### src/rtl/pg_pkg.sv
package pg_pkg;
    parameter int unsigned RAIL_COUNT = 3;
endpackage

### src/rtl/pg_sync.sv
module pg_sync #(
    parameter int unsigned WIDTH  = 5,
    parameter int unsigned STAGES = 2
) (
    input  logic             clk,
    input  logic             rst_n,
    input  logic [WIDTH-1:0] async_i,
    output logic [WIDTH-1:0] sync_o
);
    logic [STAGES-1:0][WIDTH-1:0] chain_d, chain_q;

    always_comb begin
        chain_d[0] = async_i;
        for (int s = 1; s < STAGES; s++) begin
            chain_d[s] = chain_q[s-1];
        end
    end

    always_ff @(posedge clk) begin
        if (!rst_n) chain_q <= '0;
        else        chain_q <= chain_d;
    end

    assign sync_o = chain_q[STAGES-1];
endmodule

### src/rtl/pg_delay_timer.sv
module pg_delay_timer #(
    parameter int unsigned TICK_DIV    = 250000,
    parameter int unsigned DELAY_TICKS = 300
) (
    input  logic clk,
    input  logic rst_n,
    input  logic run_i,
    output logic done_o
);
    localparam int unsigned PRESC_W = (TICK_DIV > 1) ? $clog2(TICK_DIV) : 1;
    localparam int unsigned TICK_W  = $clog2(DELAY_TICKS + 1);
    localparam logic [PRESC_W-1:0] LAST_P = PRESC_W'(TICK_DIV - 1);
    localparam logic [TICK_W-1:0]  LAST_T = TICK_W'(DELAY_TICKS - 1);

    typedef struct packed {
        logic [PRESC_W-1:0] presc;
        logic [TICK_W-1:0]  ticks;
        logic               done;
    } tmr_t;

    tmr_t st_d, st_q;

    always_comb begin
        st_d = st_q;
        if (!run_i) begin
            st_d = '0;
        end else if (!st_q.done) begin
            if (st_q.presc == LAST_P) begin
                st_d.presc = '0;
                st_d.ticks = st_q.ticks + TICK_W'(1);
                if (st_q.ticks == LAST_T) st_d.done = 1'b1;
            end else begin
                st_d.presc = st_q.presc + PRESC_W'(1);
            end
        end
    end

    always_ff @(posedge clk) begin
        if (!rst_n) st_q <= '0;
        else        st_q <= st_d;
    end

    assign done_o = st_q.done;


    restart_clear_chk: assert property (@(posedge clk) disable iff (!rst_n)
        !run_i |=> (st_q.ticks == '0 && st_q.presc == '0 && !done_o));


    tick_bound_chk: assert property (@(posedge clk) disable iff (!rst_n)
        st_q.ticks <= TICK_W'(DELAY_TICKS));


    done_full_chk: assert property (@(posedge clk) disable iff (!rst_n)
        done_o |-> st_q.ticks == TICK_W'(DELAY_TICKS));
endmodule

### src/rtl/pg_delay_gen.sv
module pg_delay_gen #(
    parameter int unsigned SYNC_STAGES = 2,
    parameter int unsigned TICK_DIV    = 250000,
    parameter int unsigned DELAY_TICKS = 300
) (
    input  logic                          clk,
    input  logic                          rst_n,
    input  logic                          aux_good_i,
    input  logic [pg_pkg::RAIL_COUNT-1:0] rail_good_i,
    input  logic                          fault_off_i,
    output logic                          pg_o
);
    localparam int unsigned FLAGS = pg_pkg::RAIL_COUNT + 2;

    logic [FLAGS-1:0] flags_async, flags_sync;
    logic             aux_s, fault_s, all_ok, timer_done;
    logic [pg_pkg::RAIL_COUNT-1:0] rails_s;

    assign flags_async = {fault_off_i, aux_good_i, rail_good_i};

    pg_sync #(.WIDTH(FLAGS), .STAGES(SYNC_STAGES)) u_sync (
        .clk     (clk),
        .rst_n   (rst_n),
        .async_i (flags_async),
        .sync_o  (flags_sync)
    );

    assign rails_s = flags_sync[pg_pkg::RAIL_COUNT-1:0];
    assign aux_s   = flags_sync[pg_pkg::RAIL_COUNT];
    assign fault_s = flags_sync[pg_pkg::RAIL_COUNT+1];
    assign all_ok  = aux_s & (&rails_s) & ~fault_s;

    pg_delay_timer #(.TICK_DIV(TICK_DIV), .DELAY_TICKS(DELAY_TICKS)) u_timer (
        .clk    (clk),
        .rst_n  (rst_n),
        .run_i  (all_ok),
        .done_o (timer_done)
    );

    assign pg_o = timer_done & all_ok;


    pg_low_on_fault_chk: assert property (@(posedge clk) disable iff (!rst_n)
        fault_s |-> !pg_o);


    immediate_drop_chk: assert property (@(posedge clk) disable iff (!rst_n)
        $fell(all_ok) |-> !pg_o);


    rise_after_good_chk: assert property (@(posedge clk) disable iff (!rst_n)
        $rose(pg_o) |-> $past(all_ok));


    hold_high_chk: assert property (@(posedge clk) disable iff (!rst_n)
        (pg_o && all_ok) |=> pg_o || !all_ok);
endmodule

### config.mk
export PLATFORM = sky130hd
export DESIGN_NAME = pg_delay_gen
export DESIGN_NICKNAME = d
export VERILOG_FILES = /design/src/rtl/pg_pkg.sv /design/src/rtl/pg_sync.sv /design/src/rtl/pg_delay_timer.sv /design/src/rtl/pg_delay_gen.sv
export SDC_FILE = /design/constraint.sdc
export NUM_CORES = 1
export LEC_CHECK = 0
export ABC_CLOCK_PERIOD_IN_PS = 1910
export BUFFER_PORTS_ARGS = -buffer_cell sky130_fd_sc_hd__buf_2
export CORE_MARGIN = 2
export CORE_UTILIZATION = 53
export DETAILED_ROUTE_END_ITERATION = 8
export GPL_TIMING_DRIVEN = 1
export PLACE_DENSITY = 0.79
export RECOVER_POWER = 100
export SYNTH_ARGS = -nofsm -noshare
export SYNTH_HDL_FRONTEND = slang
export SYNTH_HIERARCHICAL = 1
export SYNTH_SLANG_ARGS = --single-unit
### constraint.sdc
create_clock -name clk -period 1.91 [get_ports clk]
set_clock_uncertainty 0.05 [all_clocks]
set_input_delay 0.573 -clock clk [delete_from_list [all_inputs] [get_ports clk]]
set_output_delay 0.573 -clock clk [all_outputs]
set_load 0.02 [all_outputs]
* Word-level counts from Yosys, hierarchy flattened *
Cells that the tools add are included.

word-level totals
  register bits = 38
  input port bits = 7
  word-level logic and storage cells = 21

operators by class
  eq/ne operators = 2
  $add $sub $neg = 2
  mux-type cells = 4
  bitwise gates (word level) = 5
  reduce and logical (&&, ||, !) cells = 3

operators by type and width
  cell                                            number
  adder 18 x 1 -> 18 bit (second input constant)  1
  equality test 18 bit (second input constant)    1
  2-to-1 mux 18 bit                               1
  adder 9 x 1 -> 9 bit (second input constant)    1
  equality test 9 bit (second input constant)     1
  AND reduction 2 bit                             2
  bitwise AND 1 bit                               3
  2-to-1 mux 1 bit                                3
  AND reduction 3 bit                             1
  inverter 1 bit                                  2

* Logic depth before layout (Yosys ltp) *
  word-level depth = 4
  gate-level depth with buffers = 7
  depth with buffers taken out = 5

* Cells and area by module *
Netlist, hierarchy kept.

by module, submodules not included
  module          cells each  area each (µm²)  times used  seq. area each (µm²)
  pg_delay_timer  155         1,373.8          1           560.5
  pg_sync         20          262.8            1           200.2
  pg_delay_gen    4           36.3             1           0.0

* Worst setup path before layout *
No wires, ideal clock.

  path kind = reg-to-reg
  from = reg u_timer/st_q[10] (netlist name)
  to = reg u_timer/st_q[26] (netlist name)
  cell stages (with the launch flop) = 6
  arrival time = 1.781 ns
  clock period less this slack = 1.898 ns
  data required time = 1.793 ns
  setup slack = 0.012 ns
  path through = dfxtp_1 > ha_1 > nand4b_4 > or3_4 > or4b_4 > a21oi_2

on the way
  word-level cells in the longest chain between the ends = 2
  elaborated cells on any way between the ends = 3

RTL lines
  what                                                            RTL line                                    RTL
  start, declared                                                 pg_delay_timer.sv:21                        tmr_t st_d, st_q;
  start signal, assigned                                          pg_delay_timer.sv:40                        else st_q <= st_d;
  adder 18 x 1 -> 18 bit or equality test 18 bit (tied branches)  pg_delay_timer.sv:33, pg_delay_timer.sv:28
  2-to-1 mux 18 bit *                                             pg_delay_timer.sv:28                        if (st_q.presc == LAST_P) begin

Every way passes the cells marked *; elsewhere a longest branch is shown, timed or not.
A chain may end at the register's enable or synchronous reset.

* Final worst setup path *
  from = reg u_timer.st_q (netlist bit u_timer/done_o)
  to = out pg_o

on the way
  word-level cells in the longest chain between the ends = 1

RTL lines
  what               RTL line            RTL
  bitwise AND 1 bit  pg_delay_gen.sv:40  assign pg_o = timer_done & all_ok;
  end, declared      pg_delay_gen.sv:11  output logic pg_o

Every way passes these cells.

==> impl_results.md <==
- # IOs: 8
- Port bufs: 7
- Max Root-Sink Buffers: 2
- Skew-Pair Late Insertion Delay: roughly 340 ps
- Number of global-route vias before repair: ~1300
- Antenna cells: 0
- # H-tree levels: 2
- # DRC: 0
- FILL cells: 223
- Post-Syn Instances: 179
- Hold buffers post-CTS: 0
- Final Hold Fails: 0
- Critical path data arrival time: about 1200 ps
- VDD IR-drop max: ~0.5 mV
- ANT nets after route: 0
- Nets: roughly 220
- Max cap viols: 0
- CTS Buf Count: 5
- Total number of vias: around 1400
- Total Routed Length: ~3700 um
- Worst Hold Class: input pin to flip-flop
- Top cell family by delay on the critical path: flip-flops
- Layout area overhead: 19.7%
- Clk slew on worst S/H paths: 110 ps
- Final-report max-slew violation count: 0
- WP buf/inv: 2
- Synth unique cells: 37
- Crit-path max FO: 7
- CP Launch Type: flip-flop
- Syn avg cell area: 9.35 um2
- FF+latch area: 768 um2
- Final setup vio count: 0
- Post-synth ARST share: 0%
- Largest net degree at the start of global routing: 21
- Starting Density: 55.2%
- Yosys reg bits: 38
- Synth warn: 6
- Pwr per Cell Area: approximately 600 nW/um2
- Critical Path RT: roughly 1300 ps
- HPWL Detailed: about 2400 um
- Drt first pass iters: 4
- Post-synth top flop: dfxtp_1
- Smallest hold slack: roughly 390 ps
- Worst-Margin Slew: around 400 ps
- Max Fclk: 539 MHz
- CP max stage delay: about 420 ps
- Period Utilization, post-route: 97.2%
- Initial DRC count: between 70 and 80
- Area occupied by multi-input gates: approximately 930 um2
- Post-Place Cells: between 200 and 250
- Crit path cell chain: inv_4, nor4b_4, buf_4
- Net count after synthesis: 188
- Crit end category: output pin
- Critical path class: flip-flop to output pin
- Via density: around 5.7
- Final Non-Filler Cells: 250
- Status: completed
- Tmin final: 1860 ps
- Rows: 20
- Initial antenna violation count: 0
- Global Route Usage Sum: 21.1%
- Sequential-to-total area share from yosys stat: a little under half
- Die height: approximately 60 um
- Post-DR wirelength/cell: approximately 15 um
- Placer's final routability congestion estimate: roughly 0.90
- CTS root buffer: clkbuf_4
- First-pass GRT wire length: around 5700 um
- Post-synth EDFFs: 0
- Lkg Pwr: between 0.0006 and 0.0007 uW
- Die width: between 60 and 70 um
- CTS sink count: 38
- Die area: between 3000 and 4000 um2
- Overflow after GRT: 0
- Power Total: ~1200 uW
- Layout cells sized above 1: roughly a quarter
- Slowest CP cell: dfxtp_4
- Core footprint: approximately 3000 um2
- TritonCTS clock tree: built
- Cell Area, Synth: 1670 um2
- Slew HR: between 70 and 80%
[cell families after synthesis]
logic type	after synthesis	share of synthesized area, %
adder cells (fa/ha/maj)	2	1.50
flip-flops	38	45.5
AO/OA/AOI/OAI	28	10.6
AND/OR/NAND/NOR	86	32.0
XOR/XNOR	13	6.81
multiplexers	1	0.598
buffers and inverters	11	2.99
[report_power, final]
group / internal, uW / leakage (uW) / switching [uW]
combinational: 9.00 / 0.000323 / 4.93
clock: 166 / 0.0000302 / 242
sequential: 800 / 0.000311 / 3.43
total: 975 / 0.000664 / 250
[area by class of cell]
type | instances | area share (%)
multi-input combinational | 132 | 46.3
clock buffer | 6 | 2.56
timing repair buffer | 24 | 8.74
inverter | 6 | 1.25
tap | 44 | 2.75
sequential | 38 | 38.4
[through the flow]
step	util (%)	setup TNS (ps)	instance area (um2)	setup slack [ps]
final	66.2	0	2000	54.3
after floorplan	-	0	1670	12.4
after CTS	63.6	0	1930	6.35
after global routing	66.2	-11.5	2000	-7.12
after global placement	61.7	0	1870	72.5
after detailed placement	61.7	0	1870	17.9
[state kept, by name, summed over array words and instances (netlist names)]
| signal | cells |
|---|---|
| u_sync/sync_o | 5 |
| u_timer/st_q | 27 |
| u_sync/chain_d | 5 |
| u_timer/done_o | 1 |
[cells in the final DEF, fill, tap and decap left out, types with 3 or more instances in the layout]
| cell | netlist | layout |
|---|---|---|
| inv_1 | 6 | 5 |
| nand4_1 | 4 | 4 |
| nand2_1 | 10 | 10 |
| dfxtp_1 | 38 | 34 |
| or3_1 | 4 | 4 |
| o31ai_1 | 8 | 7 |
| buf_4 | 0 | 17 |
| and2_0 | 0 | 4 |
| nand3_1 | 9 | 8 |
| clkbuf_4 | 0 | 5 |
| o21ai_0 | 4 | 4 |
| a21oi_1 | 12 | 11 |
| or3_4 | 2 | 3 |
| buf_2 | 1 | 5 |
| nor3_1 | 3 | 3 |
| or4_1 | 9 | 8 |
| nor2_1 | 16 | 16 |
| xnor2_1 | 10 | 10 |
| and2_1 | 11 | 7 |
| nor4_1 | 5 | 4 |
| dfxtp_2 | 0 | 3 |
| xor2_1 | 3 | 3 |
[path summary, 6_finish.rpt]
kind                                       from                           end  slack [ps]  depth (start not counted)
setup / recovery      u_timer/done_o$_SDFF_PN0_                          pg_o          50                          3
hold / removal                       aux_good_i  u_sync/chain_d[8]$_SDFF_PN0_         390                          2
setup reg to reg  u_timer/st_q[10]$_SDFFE_PN0N_  u_timer/st_q[5]$_SDFFE_PN0P_          60                          5
hold reg to reg    u_sync/chain_d[6]$_SDFF_PN0_   u_sync/sync_o[1]$_SDFF_PN0_         390                          1
[timing repair]
action,4_1_cts,5_1_grt
pin swaps,1,2
buffers inserted,0,1
cloned,0,2
gates resized for setup,3,15
endpoints found under the setup margin,3,10
[worst register-to-register path, stage by stage, from the launching register on]
cell	delay, ps
dfxtp_2	370
ha_4	170
nand3_2	100
or3_4	440
or4_4	530
a21oi_2	150
[per-layer routing]
metal  global-route usage (%)  part of all wire [%]  up-vias  wire length, um
met2                     35.2                    51       33             1890
met5                        0                     0        -                0
met3                     4.11                   3.5        5              131
li1                         -                     -      706                -
met1                     25.9                    44      681             1650
met4                     9.84                   1.4        0               53
[cell usage after synthesis, types with 3 or more instances]
master / number / area share (%)
a21oi_1: 12 / 3.6
and2_1: 11 / 4.1
clkbuf_1: 3 / 0.67
dfxtp_1: 38 / 45
inv_1: 6 / 1.3
nand2_1: 10 / 2.2
nand3_1: 9 / 2.7
nand4_1: 4 / 1.5
nor2_1: 16 / 3.6
nor3_1: 3 / 0.90
nor4_1: 5 / 1.9
o21ai_0: 4 / 1.2
o31ai_1: 8 / 3.6
or3_1: 4 / 1.5
or4_1: 9 / 4.0
xnor2_1: 10 / 5.2
xor2_1: 3 / 1.6
(Power assumes the default switching activity.)
